`config.mk`:
```
export PLATFORM = sky130hd
export DESIGN_NAME = spi_sck_delay_timer
export DESIGN_NICKNAME = d
export VERILOG_FILES = /design/src/rtl/sdt_pkg.sv /design/src/rtl/sdt_attr_file.sv /design/src/rtl/sdt_len_calc.sv /design/src/rtl/sdt_phase_timer.sv /design/src/rtl/spi_sck_delay_timer.sv
export SDC_FILE = /design/constraint.sdc
export NUM_CORES = 1
export LEC_CHECK = 0
export CAP_MARGIN = 0
export CORE_ASPECT_RATIO = 1.75
export CORE_MARGIN = 4
export CORE_UTILIZATION = 60
export DETAILED_ROUTE_END_ITERATION = 10
export PLACE_DENSITY_LB_ADDON = 0.3
export SLEW_MARGIN = 20
export SYNTH_ARGS = -nofsm -noshare
export SYNTH_HDL_FRONTEND = slang
export SYNTH_SLANG_ARGS = --single-unit
```
`constraint.sdc`:
```
create_clock -name clk -period 16.18 [get_ports clk]
set_input_delay 3.236 -clock clk [delete_from_list [all_inputs] [get_ports clk]]
set_output_delay 3.236 -clock clk [all_outputs]
set_load 0.005 [all_outputs]
```
`src/rtl/sdt_pkg.sv`:
```
package sdt_pkg;

  localparam int PRE_W   = 2;
  localparam int SCL_W   = 4;
  localparam int MAX_PRE = 7;
  localparam int CNT_W   = $clog2(MAX_PRE) + (1 << SCL_W) + 1;

  typedef logic [PRE_W-1:0] pre_code_t;
  typedef logic [SCL_W-1:0] scl_code_t;
  typedef logic [CNT_W-1:0] cnt_t;

  typedef enum logic [2:0] {
    PH_STOP  = 3'd0,
    PH_LEAD  = 3'd1,
    PH_CLOCK = 3'd2,
    PH_TRAIL = 3'd3,
    PH_GAP   = 3'd4
  } phase_e;

  typedef struct packed {
    scl_code_t gap_s;
    pre_code_t gap_p;
    scl_code_t trail_s;
    pre_code_t trail_p;
    scl_code_t lead_s;
    pre_code_t lead_p;
    scl_code_t baud_s;
    pre_code_t baud_p;
    logic      dbl;
  } attr_t;

  localparam int ATTR_W = $bits(attr_t);

  function automatic cnt_t pre_factor(pre_code_t c);
    case (c)
      2'd0:    return cnt_t'(2);
      2'd1:    return cnt_t'(3);
      2'd2:    return cnt_t'(5);
      default: return cnt_t'(7);
    endcase
  endfunction

  function automatic cnt_t baud_scale(scl_code_t c);
    if (c < scl_code_t'(4)) return cnt_t'({c, 1'b0}) + cnt_t'(2);
    return cnt_t'(1) << c;
  endfunction

  function automatic cnt_t delay_len(pre_code_t p, scl_code_t s);
    return pre_factor(p) << (int'(s) + 1);
  endfunction

endpackage

```
`src/rtl/sdt_attr_file.sv`:
```
module sdt_attr_file
  import sdt_pkg::*;
#(
  parameter int NUM_SETS = 2,
  parameter int SEL_W    = (NUM_SETS > 1) ? $clog2(NUM_SETS) : 1
) (
  input  logic             clk,
  input  logic             rst_n,
  input  logic             wr_en,
  input  logic [SEL_W-1:0] wr_idx,
  input  attr_t            wr_data,
  input  logic [SEL_W-1:0] rd_idx,
  output attr_t            rd_data
);

  attr_t bank [NUM_SETS];

  always_ff @(posedge clk or negedge rst_n) begin
    if (!rst_n) begin
      for (int i = 0; i < NUM_SETS; i++) bank[i] <= '0;
    end else if (wr_en) begin
      for (int i = 0; i < NUM_SETS; i++)
        if (wr_idx == SEL_W'(i)) bank[i] <= wr_data;
    end
  end

  assign rd_data = bank[rd_idx];

  generate
    for (genvar g = 0; g < NUM_SETS; g++) begin : g_chk
      AST_SET_WRITE: assert property (@(posedge clk) disable iff (!rst_n)
        (wr_en && wr_idx == SEL_W'(g)) |=> (bank[g] == $past(wr_data)))
        else $error("attribute set write lost");
      AST_SET_HOLD: assert property (@(posedge clk) disable iff (!rst_n)
        !(wr_en && wr_idx == SEL_W'(g)) |=> $stable(bank[g]))
        else $error("attribute set changed without write");
    end
  endgenerate

endmodule

```
`src/rtl/sdt_len_calc.sv`:
```
module sdt_len_calc
  import sdt_pkg::*;
(
  input  logic   clk,
  input  logic   rst_n,
  input  attr_t  attr,
  input  phase_e phase,
  output cnt_t   len_a,
  output cnt_t   len_p
);

  cnt_t prod;
  cnt_t per;
  cnt_t first_part;
  cnt_t d_lead;
  cnt_t d_trail;
  cnt_t d_gap;

  always_comb begin
    prod       = pre_factor(attr.baud_p) * baud_scale(attr.baud_s);
    per        = attr.dbl ? (prod >> 1) : prod;
    first_part = per - (per >> 1);
    d_lead     = delay_len(attr.lead_p, attr.lead_s);
    d_trail    = delay_len(attr.trail_p, attr.trail_s);
    d_gap      = delay_len(attr.gap_p, attr.gap_s);
  end

  always_comb begin
    case (phase)
      PH_CLOCK: begin len_a = first_part; len_p = per;     end
      PH_LEAD:  begin len_a = d_lead;     len_p = d_lead;  end
      PH_TRAIL: begin len_a = d_trail;    len_p = d_trail; end
      PH_GAP:   begin len_a = d_gap;      len_p = d_gap;   end
      default:  begin len_a = '0;         len_p = '0;      end
    endcase
  end

  AST_PERIOD_MIN: assert property (@(posedge clk) disable iff (!rst_n)
    (phase == PH_CLOCK) |-> (len_p >= cnt_t'(2) && len_a >= cnt_t'(1) && len_a < len_p))
    else $error("clock period split out of range");
  AST_DELAY_MIN: assert property (@(posedge clk) disable iff (!rst_n)
    (phase == PH_LEAD || phase == PH_TRAIL || phase == PH_GAP) |-> (len_a >= cnt_t'(4)))
    else $error("delay shorter than smallest product");

endmodule

```
`src/rtl/sdt_phase_timer.sv`:
```
module sdt_phase_timer
  import sdt_pkg::*;
(
  input  logic   clk,
  input  logic   rst_n,
  input  logic   go,
  input  phase_e go_phase,
  input  cnt_t   new_len_a,
  input  cnt_t   new_len_p,
  output logic   sck_lead,
  output logic   sck_trail,
  output logic   lead_done,
  output logic   trail_done,
  output logic   gap_done
);

  logic   active;
  phase_e kind;
  cnt_t   cnt;
  cnt_t   len_a;
  cnt_t   len_p;
  logic   at_a;
  logic   at_p;
  logic   any_done;

  assign at_a = (cnt == len_a - cnt_t'(1));
  assign at_p = (cnt == len_p - cnt_t'(1));

  always_ff @(posedge clk or negedge rst_n) begin
    if (!rst_n) begin
      active <= 1'b0;
      kind   <= PH_STOP;
      cnt    <= '0;
      len_a  <= '0;
      len_p  <= '0;
    end else if (go) begin
      cnt  <= '0;
      kind <= go_phase;
      if (go_phase != PH_STOP) begin
        active <= 1'b1;
        len_a  <= new_len_a;
        len_p  <= new_len_p;
      end else begin
        active <= 1'b0;
      end
    end else if (active) begin
      if (kind == PH_CLOCK) begin
        cnt <= at_p ? '0 : cnt + cnt_t'(1);
      end else if (at_a) begin
        active <= 1'b0;
        cnt    <= '0;
      end else begin
        cnt <= cnt + cnt_t'(1);
      end
    end
  end

  always_comb begin
    sck_lead   = active && kind == PH_CLOCK && at_a;
    sck_trail  = active && kind == PH_CLOCK && at_p;
    lead_done  = active && kind == PH_LEAD  && at_a;
    trail_done = active && kind == PH_TRAIL && at_a;
    gap_done   = active && kind == PH_GAP   && at_a;
    any_done   = lead_done || trail_done || gap_done;
  end

  AST_ONE_STROBE: assert property (@(posedge clk) disable iff (!rst_n)
    $onehot0({sck_lead, sck_trail, lead_done, trail_done, gap_done}))
    else $error("two strobes at once");
  AST_NO_OVERFLOW: assert property (@(posedge clk) disable iff (!rst_n)
    active |-> (cnt < len_p))
    else $error("counter past its length");
  AST_DONE_PULSE: assert property (@(posedge clk) disable iff (!rst_n)
    (any_done && !go) |=> !(sck_lead || sck_trail || lead_done || trail_done || gap_done))
    else $error("strobe after done");
  AST_LEAD_SINGLE: assert property (@(posedge clk) disable iff (!rst_n)
    (sck_lead && !go) |=> !sck_lead)
    else $error("leading edge strobe repeated");
  AST_STOP_QUIET: assert property (@(posedge clk) disable iff (!rst_n)
    (go && go_phase == PH_STOP) |=> !(sck_lead || sck_trail || lead_done || trail_done || gap_done))
    else $error("strobe after stop");
  AST_RESTART_ZERO: assert property (@(posedge clk) disable iff (!rst_n)
    (go && go_phase != PH_STOP) |=> (active && cnt == '0))
    else $error("start did not clear counter");

endmodule

```
`src/rtl/spi_sck_delay_timer.sv`:
```
module spi_sck_delay_timer
  import sdt_pkg::*;
#(
  parameter int NUM_SETS = 2,
  localparam int SEL_W   = (NUM_SETS > 1) ? $clog2(NUM_SETS) : 1
) (
  input  logic              clk,
  input  logic              rst_n,
  input  logic              cfg_we,
  input  logic [SEL_W-1:0]  cfg_idx,
  input  logic [ATTR_W-1:0] cfg_data,
  input  logic              go,
  input  logic [SEL_W-1:0]  go_sel,
  input  logic [2:0]        go_phase,
  output logic              sck_lead,
  output logic              sck_trail,
  output logic              lead_done,
  output logic              trail_done,
  output logic              gap_done
);

  attr_t  sel_attr;
  phase_e ph;
  cnt_t   calc_a;
  cnt_t   calc_p;

  always_comb begin
    case (go_phase)
      3'd1:    ph = PH_LEAD;
      3'd2:    ph = PH_CLOCK;
      3'd3:    ph = PH_TRAIL;
      3'd4:    ph = PH_GAP;
      default: ph = PH_STOP;
    endcase
  end

  sdt_attr_file #(.NUM_SETS(NUM_SETS), .SEL_W(SEL_W)) u_attr (
    .clk     (clk),
    .rst_n   (rst_n),
    .wr_en   (cfg_we),
    .wr_idx  (cfg_idx),
    .wr_data (attr_t'(cfg_data)),
    .rd_idx  (go_sel),
    .rd_data (sel_attr)
  );

  sdt_len_calc u_calc (
    .clk   (clk),
    .rst_n (rst_n),
    .attr  (sel_attr),
    .phase (ph),
    .len_a (calc_a),
    .len_p (calc_p)
  );

  sdt_phase_timer u_timer (
    .clk        (clk),
    .rst_n      (rst_n),
    .go         (go),
    .go_phase   (ph),
    .new_len_a  (calc_a),
    .new_len_p  (calc_p),
    .sck_lead   (sck_lead),
    .sck_trail  (sck_trail),
    .lead_done  (lead_done),
    .trail_done (trail_done),
    .gap_done   (gap_done)
  );

endmodule

```
==> flow_metrics.py, run 1 <==
metrics = {
    "run_status": {
        "status": "finished clean",
    },
    "power_and_ir_drop": {
        "p_leak_nw": 4.838,
        "p_sw_w": 0.0005756,
        "seq_power_share_pct": 26.8,
        "comb_power_share_pct": 45.8,
        "p_sw_share_pct": 39.72,
        "powerDensity_nw_per_um2": 127.2,
        "pwr-share-clk_pct": 27.4,
        "cellInternalPower_w": 0.0008736,
        "max_vdd_drop_uv": 108.3,
    },
    "floorplanning": {
        "core-area_um2": 16870,
        "die_area_um2": 19320,
        "floorplan.initialDensity_pct": 60.75,
        "die_w_um": 106.8,
        "pin_count": 39,
        "rows": 63,
        "fp.dieH_um": 180.9,
    },
    "logic_synthesis": {
        "synth_area_leaders": "sky130_fd_sc_hd__dfrtp_1 (28%), sky130_fd_sc_hd__mux2_2 (7.3%), sky130_fd_sc_hd__ha_1 (5.9%)",
        "synth_ff_type": "sky130_fd_sc_hd__dfrtp_1",
        "synthesis.yosys.warnings": 0,
        "synthDominantAreaCellType": "sky130_fd_sc_hd__dfrtp_1",
        "yosysUniqueCellTypes": 73,
        "post_synthesis_instance_area_um2": 10250,
        "synth-seq-cells": 114,
        "async_reset_ff_share_pct": 100.0,
        "seq_area_frac_synth_pct": 27.84,
        "synth_enable_flop_cells": 0,
        "synth_top_cell_area_share_pct": 27.84,
        "syn_inst": 1225,
        "post_synth.cell_area_avg_um2": 8.365,
    },
    "clocking": {
        "clk_pin_slew_worst_paths_ns": 0.05,
        "cts_hold_repair.buffers": 0,
        "cts_buffers": 17,
        "clock_tree.htree_level_count": 4,
        "tritoncts_clock_tree": "built",
        "clock_insertion_delay_worst_skew_ns": 0.43,
        "postCtsSetupRepairBufs": 0,
        "cts.root.buffer_cell": "sky130_fd_sc_hd__clkbuf_16",
        "ctsResizeCount": 0,
        "cts_buffer_depth": 2,
        "cts_sinks": 114,
    },
    "routing": {
        "avgRoutedWirePerCell_um": 18.44,
        "drc": 0,
        "vias_per_cell": 6.283,
        "detailroute.via_count": 9287,
        "drtIter0Drc": 450,
        "route.final.wire_length_um": 27250,
        "dr.pass1.iters": 5,
        "detail-route-antenna-nets": 0,
    },
    "grt": {
        "maximum_number_of_pins_on_one_net_before_global_route_repair": 62,
        "grt_antenna_before_repair": 0,
        "grt_overflow": 0,
        "grt_first_pass_wirelength_um": 45480,
        "grt_util_all_layers_pct": 29.28,
        "grt_pass1_vias": 9509,
    },
    "final_layout": {
        "drive_gt1_share_pct": 9.752,
        "postLayoutCoreUtil_pct": 67.52,
        "nFillCells": 1470,
        "n_antenna_cell": 0,
        "most_common_cell_after_layout_fill_and_taps_aside": "sky130_fd_sc_hd__nor2_1",
        "syn2layout_area_growth_pct": 11.15,
        "design.final.nets": 1337,
        "fin_area_um2": 11390,
        "layout.cells.most_common_list": "sky130_fd_sc_hd__nor2_1 (132), sky130_fd_sc_hd__dfrtp_1 (114), sky130_fd_sc_hd__nand2_1 (93), sky130_fd_sc_hd__inv_1 (78), sky130_fd_sc_hd__mux2_2 (66)",
    },
    "worst_setup_path": {
        "crit_type": "in2reg",
        "critical_path_arrival_ns": 9.89,
        "cp.buffers_inverters": 4,
        "worst_setup_path_end_kind": "flop",
        "timing.critical_path.slowest_cell_delay_ns": 0.58,
        "path_depth": 27,
        "required_arrival_time_at_the_worst_endpoint_ns": 16.46,
        "critical-path-top-delay-family": "compound AO/OA/AOI/OAI gates",
        "kind_of_launch_point_of_the_worst_setup_path": "input pin",
        "r2r_cells": 25,
        "crit_path_top_delay_cell": "sky130_fd_sc_hd__fa_1",
        "critical_path.max_fanout": 43,
    },
    "sta": {
        "setup-violations-final": 0,
        "slew_headroom_pct": 25.22,
        "rsz0062_at_grt": "false",
        "report.final.hold_viol_count": 0,
        "achievable-frequency_ghz": 0.1041,
        "max_slew.worst_pin.slew_ns": 1.119,
        "final_critical_path_time_including_i_o_delays_and_setup_ns": 9.609,
        "report.final.slew_viol_count": 0,
        "setup-tns-final_ns": 0,
        "fin_crit_sh_pct": 59.39,
        "timing.clock.skew_ns": 0.01125,
    },
    "job": {
        "maxCapViolCount": 0,
    },
    "placement": {
        "io_buffers": 38,
        "globalplace.congestion": 0.9774,
        "dpl-instance-area_um2": 10770,
        "detailedPlacementHpwl_um": 21010,
    },
    "hold_path": {
        "hold_path_depth": 1,
        "worst_min_path_class": "reg2reg",
    },
}
==> cell type report <==
cell class              instances  area [um2]  area share (%)
clock buffers                  21       460.4           4.043
inverters                      79       296.5           2.604
multi-input cells             980        6879           60.40
flip-flops and latches        114        2853           25.05
repair buffers                 47       460.4           4.043
well taps                     227       284.0           2.494
clock inverters                10       156.4           1.373
==> power by group through the flow <==
stage          clock network [W]  logic, W  registers [W]
6_report                0.000397  0.000664       0.000388
4_1_cts                 0.000406  0.000659       0.000386
3_3_place_gp                   0  0.000641       0.000386
2_1_floorplan                  0  0.000526       0.000366
5_1_grt                 0.000416  0.000740       0.000394
3_5_place_dp                   0  0.000653       0.000390
==> stage by stage <==
stage	total power, W	setup slack, ns	std cells	hold slack [ns]
2_1_floorplan	0.0008920	6.234	1226	0.4737
3_3_place_gp	0.001027	6.521	1446	0.4870
3_5_place_dp	0.001043	6.348	1447	0.4937
4_1_cts	0.001450	6.715	1478	0.5054
5_1_grt	0.001550	6.132	1478	0.5203
6_report	0.001449	6.571	1478	0.5086
==> per-layer routing <==
| layer | routed length [um] | part of all wire [%] | global-route usage [%] | vias up |
|---|---|---|---|---|
| li1 | - | - | - | 4447 |
| met1 | 9843 | 36 | 29.33 | 4472 |
| met2 | 14650 | 54 | 53.91 | 254 |
| met3 | 861 | 3.2 | 4.791 | 114 |
| met4 | 1896 | 7.0 | 19.92 | 0 |
| met5 | 0 | 0 | 0 | - |
==> synthesized netlist by cell type (16+ instances only) <==
master / number
sky130_fd_sc_hd__xnor2_1: 56
sky130_fd_sc_hd__o22ai_1: 41
sky130_fd_sc_hd__ha_1: 48
sky130_fd_sc_hd__nand2_1: 93
sky130_fd_sc_hd__and3_1: 18
sky130_fd_sc_hd__a21oi_1: 53
sky130_fd_sc_hd__nor2_1: 132
sky130_fd_sc_hd__a211oi_1: 16
sky130_fd_sc_hd__nor3_1: 34
sky130_fd_sc_hd__nor4_1: 16
sky130_fd_sc_hd__inv_1: 78
sky130_fd_sc_hd__dfrtp_1: 114
sky130_fd_sc_hd__xor2_1: 33
sky130_fd_sc_hd__fa_1: 16
sky130_fd_sc_hd__mux2_2: 66
sky130_fd_sc_hd__clkbuf_1: 39
sky130_fd_sc_hd__o21ai_0: 57
sky130_fd_sc_hd__nand3_1: 56
sky130_fd_sc_hd__mux2i_1: 41
==> final timing paths <==
| kind | to | slack [ns] | start |
|---|---|---|---|
| hold / removal | u_attr.bank[3] | 0.51 | u_attr.bank[3] |
| hold reg to reg | u_attr.bank[3] | 0.51 | u_attr.bank[3] |
| setup reg to reg | u_timer.len_a[14] | 9.69 | u_attr.bank[3] |
| min in group asynchronous | u_timer.cnt[3] | 2.87 | rst_n |
| setup / recovery | u_timer.len_a[14] | 6.57 | go_sel |
| max in group asynchronous | u_attr.bank[3] | 12.08 | rst_n |
==> flip-flops by register name, indices dropped and copies added (netlist names) <==
name and cells:
u_timer.len_p 20, u_timer.active 1, u_attr.bank 50, u_timer.len_a 20
u_timer.cnt 20, u_timer.kind 3
==> worst reg2reg max path: stages, from the launching register on <==
cell	delay, ns
sky130_fd_sc_hd__dfrtp_1	0.37
sky130_fd_sc_hd__mux2i_1	0.37
sky130_fd_sc_hd__inv_1	0.16
sky130_fd_sc_hd__ha_1	0.26
sky130_fd_sc_hd__ha_1	0.30
sky130_fd_sc_hd__o21ai_0	0.36
sky130_fd_sc_hd__nand3_1	0.17
sky130_fd_sc_hd__fa_1	0.58
sky130_fd_sc_hd__inv_1	0.07
sky130_fd_sc_hd__fa_1	0.42
sky130_fd_sc_hd__a21oi_1	0.14
sky130_fd_sc_hd__nor2b_1	0.07
sky130_fd_sc_hd__o21ai_0	0.27
sky130_fd_sc_hd__a21boi_0	0.15
sky130_fd_sc_hd__nor2_1	0.15
sky130_fd_sc_hd__xnor2_1	0.10
sky130_fd_sc_hd__mux2i_1	0.29
sky130_fd_sc_hd__ha_1	0.34
sky130_fd_sc_hd__nor2b_1	0.15
sky130_fd_sc_hd__a311o_1	0.31
sky130_fd_sc_hd__a21o_1	0.20
sky130_fd_sc_hd__a31oi_1	0.27
sky130_fd_sc_hd__o21ai_0	0.25
sky130_fd_sc_hd__a311o_1	0.38
sky130_fd_sc_hd__xnor2_1	0.13
sky130_fd_sc_hd__o22ai_1	0.09
==> kinds of logic (layout without fill, tap and decap cells) <==
logic type	count (synthesis)	in the layout	synth area share (%)
AND/OR/NAND/NOR	453	453	22.15
flip-flops	114	114	27.84
adder cells (fa/ha/maj)	64	64	8.987
XOR/XNOR	89	89	7.607
buffers and inverters	132	157	5.091
multiplexers	107	107	11.26
other	1	2	0.03659
AO/OA/AOI/OAI	265	265	17.03
Power figures use the tool's default switching activity.
==> run 2, diff against run 1 <==
--- a/config.mk
+++ b/config.mk
@@ -8,7 +8,7 @@
 export CAP_MARGIN = 0
 export CORE_ASPECT_RATIO = 1.75
 export CORE_MARGIN = 4
-export CORE_UTILIZATION = 60
+export CORE_UTILIZATION = 57
 export DETAILED_ROUTE_END_ITERATION = 10
 export PLACE_DENSITY_LB_ADDON = 0.3
 export SLEW_MARGIN = 20
==> constraint.sdc (replaced) <==
create_clock -name clk -period 8.3 [get_ports clk]
set_input_delay 1.66 -clock clk [delete_from_list [all_inputs] [get_ports clk]]
set_output_delay 1.66 -clock clk [all_outputs]
set_load 0.005 [all_outputs]
==> run 2 against run 1 <==
Effect of this change: clock power up 100%; setup slack worse by 5.7 ns; clock skew up 0.00076 ns; routed wire length down 2.1%; sequential power up 94%; worst hold slack worse by 0.0039 ns; total power up 97%; combinational power up 94%; core utilization down 2.7 points.
==> flow_metrics.py, run 2 (synthesis results as in run 1) <==
metrics = {
    "worst_setup_path": {
        "worst_setup_path_end_kind": "flop",
        "r2r_cells": 28,
        "cp-endpoint": "u_timer.len_a[15]",
        "critical_path.reg2reg.endpoint": "u_timer.len_a[15]",
        "critical_path.max_fanout": 11,
        "reg2reg_setup_slack_ns": 2.07,
        "crit_path_top_delay_cell": "sky130_fd_sc_hd__fa_1",
        "timing.critical_path.slowest_cell_delay_ns": 0.52,
        "required_arrival_time_at_the_worst_endpoint_ns": 8.63,
        "timing.critical_path.from": "go_sel",
        "kind_of_launch_point_of_the_worst_setup_path": "input pin",
        "critical_path.reg2reg.startpoint": "u_attr.bank[3]",
        "critical_path_arrival_ns": 7.79,
        "crit_type": "in2reg",
    },
    "clocking": {
        "postCtsSetupRepairBufs": 0,
        "clk_pin_slew_worst_paths_ns": 0.06,
        "cts_hold_repair.buffers": 0,
        "cts_sinks": 114,
        "clock_insertion_delay_worst_skew_ns": 0.43,
        "ctsResizeCount": 0,
        "cts_buffers": 17,
        "cts.root.buffer_cell": "sky130_fd_sc_hd__clkbuf_16",
        "tritoncts_clock_tree": "built",
        "clock_tree.htree_level_count": 4,
        "cts_buffer_depth": 2,
    },
    "floorplanning": {
        "core-area_um2": 17620,
        "die_area_um2": 20270,
        "fp.dieH_um": 185.4,
        "pin_count": 39,
        "rows": 64,
        "die_w_um": 109.4,
        "floorplan.initialDensity_pct": 58.17,
    },
    "final_layout": {
        "syn2layout_area_growth_pct": 11.48,
        "registers.top_by_ff_count": "u_attr.bank",
        "postLayoutCoreUtil_pct": 64.84,
        "design.final.nets": 1339,
        "drive_gt1_share_pct": 10.13,
        "nFillCells": 1508,
        "most_common_cell_after_layout_fill_and_taps_aside": "sky130_fd_sc_hd__nor2_1",
        "n_antenna_cell": 0,
        "layout.cells.most_common_list": "sky130_fd_sc_hd__nor2_1 (132), sky130_fd_sc_hd__dfrtp_1 (114), sky130_fd_sc_hd__nand2_1 (92), sky130_fd_sc_hd__inv_1 (78), sky130_fd_sc_hd__mux2_2 (66)",
        "largest_reg_flops": 50,
        "instances_no_fill": 1485,
    },
    "placement": {
        "globalplace.congestion": 0.9966,
        "io_buffers": 38,
        "detailedPlacementHpwl_um": 20810,
        "dp_cells": 1453,
    },
    "sta": {
        "final_critical_path_time_including_i_o_delays_and_setup_ns": 7.453,
        "worst_hold_slack_ns": 0.5047,
        "report.final.slew_viol_count": 0,
        "timing.clock.skew_ns": 0.01202,
        "slew_headroom_pct": 39.14,
        "setup-violations-final": 0,
        "setup-tns-final_ns": 0,
        "max_slew.worst_pin.slew_ns": 0.9045,
        "achievable-frequency_ghz": 0.1342,
        "report.final.hold_viol_count": 0,
        "fin_crit_sh_pct": 89.80,
        "rsz0062_at_grt": "false",
    },
    "routing": {
        "drtIter0Drc": 557,
        "dr.pass1.iters": 5,
        "detailroute.via_count": 9313,
        "routed_length_on_met2_um": 14050,
        "detail-route-antenna-nets": 0,
        "wl_met3_um": 879,
        "vias_per_cell": 6.271,
        "route.final.wire_length_um": 26690,
        "m1WireLength_um": 9977,
        "drc": 0,
        "highest-signal-layer": "met4",
        "avgRoutedWirePerCell_um": 17.97,
    },
    "grt": {
        "grt_pass1_vias": 9270,
        "grt_overflow": 0,
        "grt_first_pass_wirelength_um": 44060,
        "maximum_number_of_pins_on_one_net_before_global_route_repair": 62,
        "grt_antenna_before_repair": 1,
        "grt_util_all_layers_pct": 27.40,
    },
    "hold_path": {
        "worst_min_path_class": "reg2reg",
        "hp-start": "u_attr.bank[44]",
    },
    "power_and_ir_drop": {
        "p_leak_nw": 4.849,
        "max_vdd_drop_uv": 161.0,
        "powerDensity_nw_per_um2": 249.6,
    },
    "run_status": {
        "status": "finished clean",
    },
    "job": {
        "maxCapViolCount": 0,
    },
}
## run 2: critical path: cells and delay by family
kind,cells,cell delay (ns)
AND/OR/NAND/NOR,5,0.47
multiplexers,2,0.72
AO/OA/AOI/OAI,12,2.57
XOR/XNOR,1,0.12
adder cells (fa/ha/maj),5,1.74
buffers and inverters,4,0.49
## run 2: routing by layer
metal,vias to the layer above,GRT usage [%]
li1,4467,-
met1,4450,28.10
met2,292,50.89
met3,104,3.872
met4,0,16.92
met5,-,0
## run 2: cell type report
| type | count | area (um2) | area share, % |
|---|---|---|---|
| repair buffers | 49 | 462.9 | 4.053 |
| clock buffers | 19 | 442.9 | 3.877 |
| clock inverters | 13 | 197.7 | 1.731 |
| multi-input cells | 980 | 6882 | 60.24 |
| inverters | 79 | 296.5 | 2.596 |
| well taps | 231 | 289.0 | 2.530 |
| flip-flops and latches | 114 | 2853 | 24.97 |
## run 2: metrics by stage
stage               total power (W)  cell area (um2)  setup WS [ns]
finish                     0.002851            11420         0.8468
global route               0.003040            11420         0.2622
CTS                        0.002844            11420         0.9020
detailed placement         0.002036            10780         0.5431
global placement           0.002014            10770         0.7180
floorplan                  0.001739            10250        0.08432
## run 2: worst min path at each step
stage | to | slack [ns] | depth (start not counted)
2_1_floorplan | u_attr.bank[19] | 0.47 | 1
3_3_place_gp | u_attr.bank[19] | 0.48 | 1
3_5_place_dp | u_attr.bank[44] | 0.49 | 1
4_1_cts | u_attr.bank[13] | 0.51 | 1
5_1_grt | u_attr.bank[32] | 0.52 | 1
6_report | u_attr.bank[44] | 0.50 | 1
## run 2: power by group
group	internal, W	switching (W)	leakage, nW
logic	0.000552	0.000743	3.15
registers	0.000643	0.000111	1.39
clock network	0.000516	0.000287	0.309
total	0.00171	0.00114	4.85
